**src/rtl/conv_pkg.sv**
```systemverilog
package conv_pkg;
  localparam int MAPS_W = 10;
  localparam int DIM_W  = 8;
  localparam int KER_W  = 4;
  localparam int STR_W  = 3;
  localparam int SHF_W  = 5;

  typedef struct packed {
    logic [MAPS_W-1:0] in_maps;
    logic [MAPS_W-1:0] out_maps;
    logic [DIM_W-1:0]  in_w;
    logic [DIM_W-1:0]  in_h;
    logic [DIM_W-1:0]  out_w;
    logic [DIM_W-1:0]  out_h;
    logic [KER_W-1:0]  kernel;
    logic [STR_W-1:0]  stride;
    logic              split;
    logic [SHF_W-1:0]  shift;
  } conv_cfg_t;
endpackage

```
**src/rtl/conv_addr_gen.sv**
```systemverilog
module conv_addr_gen
  import conv_pkg::*;
#(
  parameter int ADDR_W  = 20,
  parameter int WADDR_W = 20
) (
  input  logic               clk_i,
  input  logic               rst_ni,
  input  logic               start_i,
  input  logic               en_i,
  input  conv_cfg_t          cfg_i,
  output logic [ADDR_W-1:0]  act_addr_o,
  output logic [WADDR_W-1:0] wt_addr_o,
  output logic               term_valid_o,
  output logic               term_first_o,
  output logic               term_last_o,
  output logic               term_final_o
);
  logic              active_q;
  logic [MAPS_W-1:0] fo_q, fi_q;
  logic [DIM_W-1:0]  oy_q, ox_q;
  logic [KER_W-1:0]  ky_q, kx_q;

  logic [MAPS_W-1:0] cin_g;
  logic grp_hi, kx_last, ky_last, fi_last, ox_last, oy_last, fo_last;

  always_comb begin
    cin_g   = cfg_i.split ? (cfg_i.in_maps >> 1) : cfg_i.in_maps;
    grp_hi  = cfg_i.split && (fo_q >= (cfg_i.out_maps >> 1));
    kx_last = (kx_q == cfg_i.kernel - KER_W'(1));
    ky_last = (ky_q == cfg_i.kernel - KER_W'(1));
    fi_last = (fi_q == cin_g - MAPS_W'(1));
    ox_last = (ox_q == cfg_i.out_w - DIM_W'(1));
    oy_last = (oy_q == cfg_i.out_h - DIM_W'(1));
    fo_last = (fo_q == cfg_i.out_maps - MAPS_W'(1));
  end

  // innermost kx, then ky, then input map, then output pixel, then output map
  always_ff @(posedge clk_i or negedge rst_ni) begin
    if (!rst_ni) begin
      active_q <= 1'b0;
      fo_q <= '0; fi_q <= '0; oy_q <= '0; ox_q <= '0; ky_q <= '0; kx_q <= '0;
    end else if (start_i) begin
      active_q <= 1'b1;
      fo_q <= '0; fi_q <= '0; oy_q <= '0; ox_q <= '0; ky_q <= '0; kx_q <= '0;
    end else if (active_q && en_i) begin
      if (!kx_last) kx_q <= kx_q + KER_W'(1);
      else begin
        kx_q <= '0;
        if (!ky_last) ky_q <= ky_q + KER_W'(1);
        else begin
          ky_q <= '0;
          if (!fi_last) fi_q <= fi_q + MAPS_W'(1);
          else begin
            fi_q <= '0;
            if (!ox_last) ox_q <= ox_q + DIM_W'(1);
            else begin
              ox_q <= '0;
              if (!oy_last) oy_q <= oy_q + DIM_W'(1);
              else begin
                oy_q <= '0;
                if (!fo_last) fo_q <= fo_q + MAPS_W'(1);
                else          active_q <= 1'b0;
              end
            end
          end
        end
      end
    end
  end

  logic [ADDR_W-1:0]  fi_abs, iy, ix;
  logic [WADDR_W-1:0] wrow;

  always_comb begin
    fi_abs     = ADDR_W'(fi_q) + (grp_hi ? ADDR_W'(cin_g) : '0);
    iy         = ADDR_W'(oy_q) * ADDR_W'(cfg_i.stride) + ADDR_W'(ky_q);
    ix         = ADDR_W'(ox_q) * ADDR_W'(cfg_i.stride) + ADDR_W'(kx_q);
    act_addr_o = (fi_abs * ADDR_W'(cfg_i.in_h) + iy) * ADDR_W'(cfg_i.in_w) + ix;
    wrow       = (WADDR_W'(fo_q) * WADDR_W'(cin_g) + WADDR_W'(fi_q)) * WADDR_W'(cfg_i.kernel)
                 + WADDR_W'(ky_q);
    wt_addr_o  = wrow * WADDR_W'(cfg_i.kernel) + WADDR_W'(kx_q);
  end

  assign term_valid_o = active_q;
  assign term_first_o = (fi_q == '0) && (ky_q == '0) && (kx_q == '0);
  assign term_last_o  = fi_last && ky_last && kx_last;
  assign term_final_o = term_last_o && ox_last && oy_last && fo_last;


  act_addr_range_chk: assert property (@(posedge clk_i) disable iff (!rst_ni)
    active_q |-> act_addr_o < ADDR_W'(cfg_i.in_maps) * ADDR_W'(cfg_i.in_h) * ADDR_W'(cfg_i.in_w));
endmodule

```
**src/rtl/conv_mac.sv**
```systemverilog
module conv_mac #(
  parameter int ACT_W = 16,
  parameter int WT_W  = 8,
  parameter int ACC_W = 32
) (
  input  logic                    clk_i,
  input  logic                    rst_ni,
  input  logic                    en_i,
  input  logic                    term_valid_i,
  input  logic                    term_first_i,
  input  logic                    term_last_i,
  input  logic                    term_final_i,
  input  logic signed [ACT_W-1:0] act_data_i,
  input  logic signed [WT_W-1:0]  wt_data_i,
  output logic                    res_valid_o,
  output logic                    res_final_o,
  output logic signed [ACC_W-1:0] res_sum_o
);
  localparam int PROD_W = ACT_W + WT_W;

  logic valid_q, first_q, last_q, final_q, en_q;
  logic signed [ACT_W-1:0] act_hold_q;
  logic signed [WT_W-1:0]  wt_hold_q;
  logic signed [ACC_W-1:0] acc_q;

  always_ff @(posedge clk_i or negedge rst_ni) begin
    if (!rst_ni) begin
      valid_q <= 1'b0; first_q <= 1'b0; last_q <= 1'b0; final_q <= 1'b0;
      en_q    <= 1'b1;
    end else begin
      en_q <= en_i;
      if (en_i) begin
        valid_q <= term_valid_i;
        first_q <= term_first_i;
        last_q  <= term_last_i;
        final_q <= term_final_i;
      end
    end
  end

  // buffer data belongs to the held term only in the first stalled cycle
  always_ff @(posedge clk_i or negedge rst_ni) begin
    if (!rst_ni) begin
      act_hold_q <= '0;
      wt_hold_q  <= '0;
    end else if (en_q) begin
      act_hold_q <= act_data_i;
      wt_hold_q  <= wt_data_i;
    end
  end

  logic signed [ACT_W-1:0]  act_use;
  logic signed [WT_W-1:0]   wt_use;
  logic signed [PROD_W-1:0] prod;
  logic signed [ACC_W-1:0]  sum;

  always_comb begin
    act_use = en_q ? act_data_i : act_hold_q;
    wt_use  = en_q ? wt_data_i  : wt_hold_q;
    prod    = act_use * wt_use;
    sum     = (first_q ? '0 : acc_q) + ACC_W'(prod);
  end

  always_ff @(posedge clk_i or negedge rst_ni) begin
    if (!rst_ni)                acc_q <= '0;
    else if (en_i && valid_q)   acc_q <= sum;
  end

  assign res_valid_o = en_i && valid_q && last_q;
  assign res_final_o = final_q;
  assign res_sum_o   = sum;
endmodule

```
**src/rtl/conv_out_stage.sv**
```systemverilog
module conv_out_stage #(
  parameter int ACT_W = 16,
  parameter int ACC_W = 32,
  parameter int SHF_W = 5
) (
  input  logic                    clk_i,
  input  logic                    rst_ni,
  input  logic                    res_valid_i,
  input  logic                    res_final_i,
  input  logic signed [ACC_W-1:0] res_sum_i,
  input  logic [SHF_W-1:0]        shift_i,
  input  logic                    out_ready_i,
  output logic [ACT_W-1:0]        out_data_o,
  output logic                    out_valid_o,
  output logic                    out_final_o
);
  logic signed [ACC_W-1:0] shifted;
  logic [ACT_W-1:0]        clipped;

  always_comb begin
    shifted = res_sum_i >>> shift_i;
    if (shifted[ACC_W-1])                  clipped = '0;
    else if (|shifted[ACC_W-2:ACT_W-1])    clipped = {1'b0, {(ACT_W-1){1'b1}}};
    else                                   clipped = shifted[ACT_W-1:0];
  end

  always_ff @(posedge clk_i or negedge rst_ni) begin
    if (!rst_ni) begin
      out_valid_o <= 1'b0;
      out_final_o <= 1'b0;
      out_data_o  <= '0;
    end else if (res_valid_i) begin
      out_valid_o <= 1'b1;
      out_final_o <= res_final_i;
      out_data_o  <= clipped;
    end else if (out_ready_i) begin
      out_valid_o <= 1'b0;
    end
  end


  hold_stable_chk: assert property (@(posedge clk_i) disable iff (!rst_ni)
    out_valid_o && !out_ready_i |=> out_valid_o && $stable(out_data_o));

  relu_nonneg_chk: assert property (@(posedge clk_i) disable iff (!rst_ni)
    out_valid_o |-> !out_data_o[ACT_W-1]);
endmodule

```
**src/rtl/conv_mac_engine.sv**
```systemverilog
module conv_mac_engine
  import conv_pkg::*;
#(
  parameter int ACT_W   = 16,
  parameter int WT_W    = 8,
  parameter int ACC_W   = 32,
  parameter int ADDR_W  = 20,
  parameter int WADDR_W = 20
) (
  input  logic               clk_i,
  input  logic               rst_ni,
  input  logic               start_i,
  input  logic [MAPS_W-1:0]  cfg_in_maps_i,
  input  logic [MAPS_W-1:0]  cfg_out_maps_i,
  input  logic [DIM_W-1:0]   cfg_in_w_i,
  input  logic [DIM_W-1:0]   cfg_in_h_i,
  input  logic [DIM_W-1:0]   cfg_out_w_i,
  input  logic [DIM_W-1:0]   cfg_out_h_i,
  input  logic [KER_W-1:0]   cfg_kernel_i,
  input  logic [STR_W-1:0]   cfg_stride_i,
  input  logic               cfg_split_i,
  input  logic [SHF_W-1:0]   cfg_shift_i,
  output logic [ADDR_W-1:0]  act_addr_o,
  input  logic [ACT_W-1:0]   act_data_i,
  output logic [WADDR_W-1:0] wt_addr_o,
  input  logic [WT_W-1:0]    wt_data_i,
  output logic [ACT_W-1:0]   out_data_o,
  output logic               out_valid_o,
  input  logic               out_ready_i,
  output logic               busy_o,
  output logic               done_o
);
  conv_cfg_t cfg_q;
  logic start_acc, en, out_final, fin_acc;
  logic term_valid, term_first, term_last, term_final;
  logic res_valid, res_final;
  logic signed [ACC_W-1:0] res_sum;

  assign start_acc = start_i && !busy_o;
  assign en        = !out_valid_o || out_ready_i;
  assign fin_acc   = out_valid_o && out_ready_i && out_final;

  always_ff @(posedge clk_i or negedge rst_ni) begin
    if (!rst_ni) begin
      cfg_q  <= '0;
      busy_o <= 1'b0;
      done_o <= 1'b0;
    end else if (start_acc) begin
      cfg_q  <= '{in_maps: cfg_in_maps_i, out_maps: cfg_out_maps_i,
                  in_w: cfg_in_w_i, in_h: cfg_in_h_i,
                  out_w: cfg_out_w_i, out_h: cfg_out_h_i,
                  kernel: cfg_kernel_i, stride: cfg_stride_i,
                  split: cfg_split_i, shift: cfg_shift_i};
      busy_o <= 1'b1;
      done_o <= 1'b0;
    end else if (fin_acc) begin
      busy_o <= 1'b0;
      done_o <= 1'b1;
    end
  end

  conv_addr_gen #(.ADDR_W(ADDR_W), .WADDR_W(WADDR_W)) u_gen (
    .clk_i        (clk_i),
    .rst_ni       (rst_ni),
    .start_i      (start_acc),
    .en_i         (en),
    .cfg_i        (cfg_q),
    .act_addr_o   (act_addr_o),
    .wt_addr_o    (wt_addr_o),
    .term_valid_o (term_valid),
    .term_first_o (term_first),
    .term_last_o  (term_last),
    .term_final_o (term_final)
  );

  conv_mac #(.ACT_W(ACT_W), .WT_W(WT_W), .ACC_W(ACC_W)) u_mac (
    .clk_i        (clk_i),
    .rst_ni       (rst_ni),
    .en_i         (en),
    .term_valid_i (term_valid),
    .term_first_i (term_first),
    .term_last_i  (term_last),
    .term_final_i (term_final),
    .act_data_i   (act_data_i),
    .wt_data_i    (wt_data_i),
    .res_valid_o  (res_valid),
    .res_final_o  (res_final),
    .res_sum_o    (res_sum)
  );

  conv_out_stage #(.ACT_W(ACT_W), .ACC_W(ACC_W), .SHF_W(SHF_W)) u_out (
    .clk_i       (clk_i),
    .rst_ni      (rst_ni),
    .res_valid_i (res_valid),
    .res_final_i (res_final),
    .res_sum_i   (res_sum),
    .shift_i     (cfg_q.shift),
    .out_ready_i (out_ready_i),
    .out_data_o  (out_data_o),
    .out_valid_o (out_valid_o),
    .out_final_o (out_final)
  );


  done_busy_excl_chk: assert property (@(posedge clk_i) disable iff (!rst_ni)
    done_o |-> !busy_o);

  cfg_held_chk: assert property (@(posedge clk_i) disable iff (!rst_ni)
    busy_o |=> $stable(cfg_q));

  done_after_final_chk: assert property (@(posedge clk_i) disable iff (!rst_ni)
    fin_acc |=> done_o && !busy_o);
endmodule

```
**config.mk**
```make
export PLATFORM = sky130hd
export DESIGN_NAME = conv_mac_engine
export DESIGN_NICKNAME = d
export VERILOG_FILES = /design/src/rtl/conv_pkg.sv /design/src/rtl/conv_addr_gen.sv /design/src/rtl/conv_mac.sv /design/src/rtl/conv_out_stage.sv /design/src/rtl/conv_mac_engine.sv
export SDC_FILE = /design/constraint.sdc
export NUM_CORES = 2
export LEC_CHECK = 0
export BUFFER_PORTS_ARGS = -buffer_cell sky130_fd_sc_hd__buf_4
export CORE_AREA = 2 2 285 230
export CTS_BUF_LIST = sky130_fd_sc_hd__clkbuf_2
export CTS_CLUSTER_DIAMETER = 100
export DETAILED_ROUTE_END_ITERATION = 12
export DIE_AREA = 0 0 287 232
export PLACE_DENSITY = 0.79
export SLEW_MARGIN = 20
export SYNTH_ARGS = -nofsm -noshare
export SYNTH_HDL_FRONTEND = slang
export SYNTH_SLANG_ARGS = --single-unit
export TNS_END_PERCENT = 100
```
**constraint.sdc**
```tcl
create_clock -name clk_i -period 12.7 [get_ports clk_i]
set_clock_uncertainty 0.05 [all_clocks]
set_input_delay 1.27 -clock clk_i [delete_from_list [all_inputs] [get_ports clk_i]]
set_output_delay 1.27 -clock clk_i [all_outputs]
set_load 0.03 [all_outputs]
```
### Word level (Yosys, flattened, before mapping)

Index checks and enable logic that the tools add are counted.

* bits in registers: 191
* input bits: 93
* output and inout port bits: 59
* word-level logic and storage cells: 157

* add/sub/neg operators: 20
* multipliers: 8
* order comparisons: 1
* eq/ne operators: 7
* shift operators: 1
* multiplexer cells: 54
* reduce and logical (&&, ||, !) cells: 36

Operators with widths (count)
* 10-bit 2-to-1 mux: 15
* 8-bit 2-to-1 mux: 14
* 16-bit 2-to-1 mux: 3
* 20-bit adder: 2
* 20-bit by 4-bit adder with 20-bit output: 2
* 20-bit by 4-bit multiplier with 20-bit output: 2
* 20-bit by 8-bit multiplier with 20-bit output: 2
* 32-bit adder: 1
* 32-bit 2-to-1 mux: 1
* 32-bit by 5-bit >>> shifter with 32-bit output: 1
* 4-bit 2-to-1 mux: 7
* 11-bit by 4-bit adder with 12-bit output: 2
* 16-bit by 8-bit multiplier with 24-bit output: 1
* 8-bit by 3-bit multiplier with 11-bit output: 2
* 10-bit by 1-bit adder with 10-bit output (second input constant): 2
* 10-bit by 20-bit adder with 20-bit output: 1
* 20-bit by 10-bit adder with 20-bit output: 1
* 10-bit equality test: 2
* 10-bit by 10-bit multiplier with 20-bit output: 1
* 10-bit by 1-bit subtractor with 10-bit output (second input constant): 2
* 2-bit nonzero test: 9
* 8-bit by 1-bit adder with 8-bit output (second input constant): 2
* 8-bit equality test: 2
* 16-bit OR reduction: 1
* other kinds (17): 49

### Longest topological paths before layout

* word-level depth: 10
* gate-level depth with buffers: 57

### By module

From an unflattened synthesis, not the netlist that was laid out.

* cells, all modules: 3950
* area, all modules: 35298.9 um2

Modules (own cells, without submodules)
* conv_addr_gen: instances 1, cells each 2595, area each 21560.7 um2
* conv_mac: instances 1, cells each 928, area each 8444.3 um2
* conv_out_stage: instances 1, cells each 281, area each 2717.6 um2
* conv_mac_engine: instances 1, cells each 146, area each 2576.2 um2

### Worst setup path after synthesis

OpenSTA, ideal clock, no wires.

* path type: register to output
* start: reg u_gen.fo_q[0]
* end: out act_addr_o[19]
* data arrival time: 12.172 ns
* path slack: -0.792 ns
* stages on the path, launching flop included: 56
* buffers on the path: 0
* cell sequence: dfrtp_1 > clkinv_1 > ha_1 > nand2b_1 > a21o_1 > a21o_1 > a21oi_1 > nor2b_1 > o21ai_0 > nand2b_1 > a21oi_1 > nor2b_1 > o21ai_0 > a21boi_0 > and2_1 > ha_1 > fa_1 > a21o_1 > [20 not listed] > fa_1 > inv_1 > fa_1 > fa_1 > inv_1 > fa_1 > inv_1 > ha_1 > nand3_1 > a21oi_1 > a211o_1 > nor4_1 > o41ai_1 > a21o_1 > a21oi_1 > xor2_1 > xnor3_1 > xnor2_1

* cells in the longest elaborated chain, start to end: 8

RTL lines
* start: declaration: RTL line conv_addr_gen.sv:20 `logic [MAPS_W-1:0] fo_q, fi_q;`
* start signal: assignment: RTL line conv_addr_gen.sv:62 `if (!fo_last) fo_q <= fo_q + MAPS_W'(1);`
* 10-bit by 9-bit greater-or-equal comparator with 1-bit output: RTL line conv_addr_gen.sv:29 `grp_hi = cfg_i.split && (fo_q >= (cfg_i.out_maps >> 1));`
* 1-bit logical AND: RTL line conv_addr_gen.sv:29
* 10-bit 2-to-1 mux: RTL line conv_addr_gen.sv:76 `fi_abs = ADDR_W'(fi_q) + (grp_hi ? ADDR_W'(cin_g) : '0);`
* 10-bit by 20-bit adder with 20-bit output: RTL line conv_addr_gen.sv:76
* 20-bit by 8-bit multiplier with 20-bit output: RTL line conv_addr_gen.sv:79 `act_addr_o = (fi_abs * ADDR_W'(cfg_i.in_h) + iy) * ADDR_W'(cfg_i.in_w) + ix;`
* 20-bit adder: RTL line conv_addr_gen.sv:79
* 20-bit by 8-bit multiplier with 20-bit output: RTL line conv_addr_gen.sv:79
* 20-bit adder: RTL line conv_addr_gen.sv:79
* end: declaration: RTL line conv_mac_engine.sv:23 `output logic [ADDR_W-1:0] act_addr_o,`

No other way between the ends.

### Worst setup path in the final report

Same ends and word-level chain as after synthesis.

==> impl_metrics.ini <==
[timing]
finalCritPeriodShare_pct = 111
slew_viol_final = 0
worst_hold_slack_ps = 210
layout_setup_ws_ps = -1340
period_needed_ps = 14040
rsz0062_at_grt = yes
slew_headroom_pct = 36.2
setup_violations = 11
fmax_mhz = 71.2
hold_violations = 0
max_slew.worst_pin.slew_ps = 956

[place]
dp_hpwl_mm = 68.8
globalplace.congestion = 0.940
placed_cell_area_sq_um = 37400
io_buffers = 151

[worst_setup_path]
crit_path_end_kind = output pin
critPathLaunchType = flop
worstPathArrival_ps = 12720
worstSetupPathType = reg2out
slowest_delay_ps = 580
cpMostUsedCell = fa_1
crit_path_top_delay_cell = fa_1
critPathMaxFanout = 4
cp.required_ps = 11380

[clock_tree]
tritoncts = done
numCtsBuffers = 17
cts.sinks = 191
clk_path_buf_depth = 2
clkTransAtPathRegs_ps = 430
clock_latency_ps = 1150
htree_levels = 4
cts-root-buf = clkbuf_2

[synth]
synthSimpleGateAreaFrac_pct = 19.0
yosysWarnings = 0
ys_ff_latch = 191
synthDistinctLibCells = 95
synth_fp_nets = 5047
synth_area_leader_cell = fa_1
synth_compound_area_share_pct = 11.5
synth_edf_count = 0
synthAdderAreaFrac_pct = 37.6
muxShareOfSynthArea_pct = 2.85
synth_area_leaders = fa_1, dfrtp_1, ha_1, inv_1, nand2_1
yosysSeqAreaShare_pct = 13.8
synth_ff_type = dfrtp_1
avgSynthCellArea_sq_um = 8.34
synth_xor_area_share_pct = 6.25
synth_most_common_cell = inv_1
synth_top_family_by_area = adder cells
syn_area_sq_um = 34800
async_reset_ff_share_pct = 100
synth_top_area_share_pct = 24.5
synth_top_cells_by_count = inv_1, nand2_1, fa_1
synthCells = 4167

[global_routing]
grt_max_degree = 85
overflow = 0
antenna_found_initial = 3
gr-usage-all-layers_pct = 27.6
grt_pass1_wl_mm = 148
grt_pass1_vias = 29400

[die]
rows = 83
fp.dieH_microns = 232
die_area_sq_um = 66600
core_sq_um = 63800
die_x_microns = 287
io-pin-count = 152
initial_utilization_pct = 54.5

[finish]
nFillCells = 5045
fin_nets = 5286
register_area_sq_um = 4780
final_area_sq_um = 40700
multi_input_area_sq_um = 29000
area_growth_pct = 17.0
drive_gt1_share_pct = 18.0

[route]
antenna_left = 0
drtIter0Drc = 2722
finalWirelength_mm = 95.2
viasPerCell = 5.65
drc = 0
firstDrtPassIters = 6
avgRoutedWirePerCell_microns = 18.1
vias = 29800

[hold_path]
hp-class = in2reg

[job]
cap_viol_max_count = 0

[outcome]
violations = negative setup slack
status = finished, violations left
-- worst paths after layout --
| kind | depth (start not counted) | slack (ps) | start | endpoint |
|---|---|---|---|---|
| max | 57 | -1340 | u_gen.fo_q[0] | act_addr_o[19] |
| min | 3 | 210 | cfg_kernel_i[2] | cfg_q[11] |
| max reg2reg | 29 | 1190 | u_mac.en_q | u_out.out_data_o[10] |
| min reg2reg | 2 | 470 | u_mac.acc_q[17] | u_mac.acc_q[17] |
| max in group asynchronous | 3 | 10630 | rst_ni | u_mac.wt_hold_q[6] |
| min in group asynchronous | 2 | 630 | rst_ni | cfg_q[4] |
-- placed cells by master (no fill, tap or decap), types with 40 or more instances in the layout --
cell type / count
nand2_1: 613
ha_4: 55
ha_1: 302
xor2_1: 59
a21oi_2: 40
fa_1: 420
xnor2_1: 135
buf_4: 344
mux2i_1: 52
nor2b_1: 78
inv_1: 644
nand3_1: 50
nor2_1: 205
a21oi_1: 120
dfrtp_1: 187
o21ai_0: 161
and2_1: 203
-- what timing repair did --
| action | in CTS | in global routing |
|---|---|---|
| gates resized for setup | 186 | 224 |
| hold endpoints to repair | 23 | 0 |
| hold buffers | 1 | 0 |
| pin swaps | 152 | 171 |
| buffers inserted | 51 | 47 |
| setup endpoints to repair | 19 | 17 |
-- metal layers --
| layer | track usage, % | up-vias | routed length, microns |
|---|---|---|---|
| li1 | - | 13800 | - |
| met1 | 38.9 | 14500 | 40900 |
| met2 | 43.0 | 1247 | 43700 |
| met3 | 5.43 | 224 | 7600 |
| met4 | 7.94 | 2 | 2980 |
| met5 | 0 | - | 13 |
-- layout make-up --
type	instances	area share, %
Antenna cell	2	0.0123
Clock buffer	17	0.209
Clock inverter	15	0.535
Inverter	677	6.27
Multi-Input combinational cell	3144	71.4
Sequential cell	191	11.8
Tap cell	850	2.61
Timing Repair Buffer	375	7.23
-- metrics by stage --
stage / TNS (ps) / worst slack, ps / std cells / util [%]
2_1_floorplan: 0 / 26.8 / 4167 / -
3_3_place_gp: -257 / -257 / 5139 / 58.7
3_5_place_dp: -462 / -462 / 5139 / 58.7
5_1_grt: -12860 / -2020 / 5271 / 63.8
4_1_cts: -3440 / -1260 / 5223 / 61.5
6_report: -5290 / -1340 / 5271 / 63.8
-- registers in the layout, indices dropped and copies added (netlist names), 8 cells and up --
signal and count:
u_gen.fi_q 10, u_mac.act_hold_q 16, u_gen.fo_q 10, u_mac.acc_q 32
u_gen.ox_q 8, u_gen.oy_q 8, cfg_q 65, u_out.out_data_o 16
u_mac.wt_hold_q 8
-- kinds of logic after synthesis --
family | after synthesis
compound gates | 623
xor+xnor | 244
fa+ha+maj | 788
buf+inv | 832
flops | 191
mux | 85
other cells | 1
simple gates | 1403
-- worst max-delay path: cells and delay by family, from the launching register on --
kind,cells,cell delay (ps)
flops,1,500
buf+inv,13,1130
fa+ha+maj,12,5070
xor+xnor,5,910
compound gates,18,2800
simple gates,9,1200
Power is left out: the tool's default activity adds up to more than one toggle a clock period on the data nets, which glitch-free logic cannot reach.
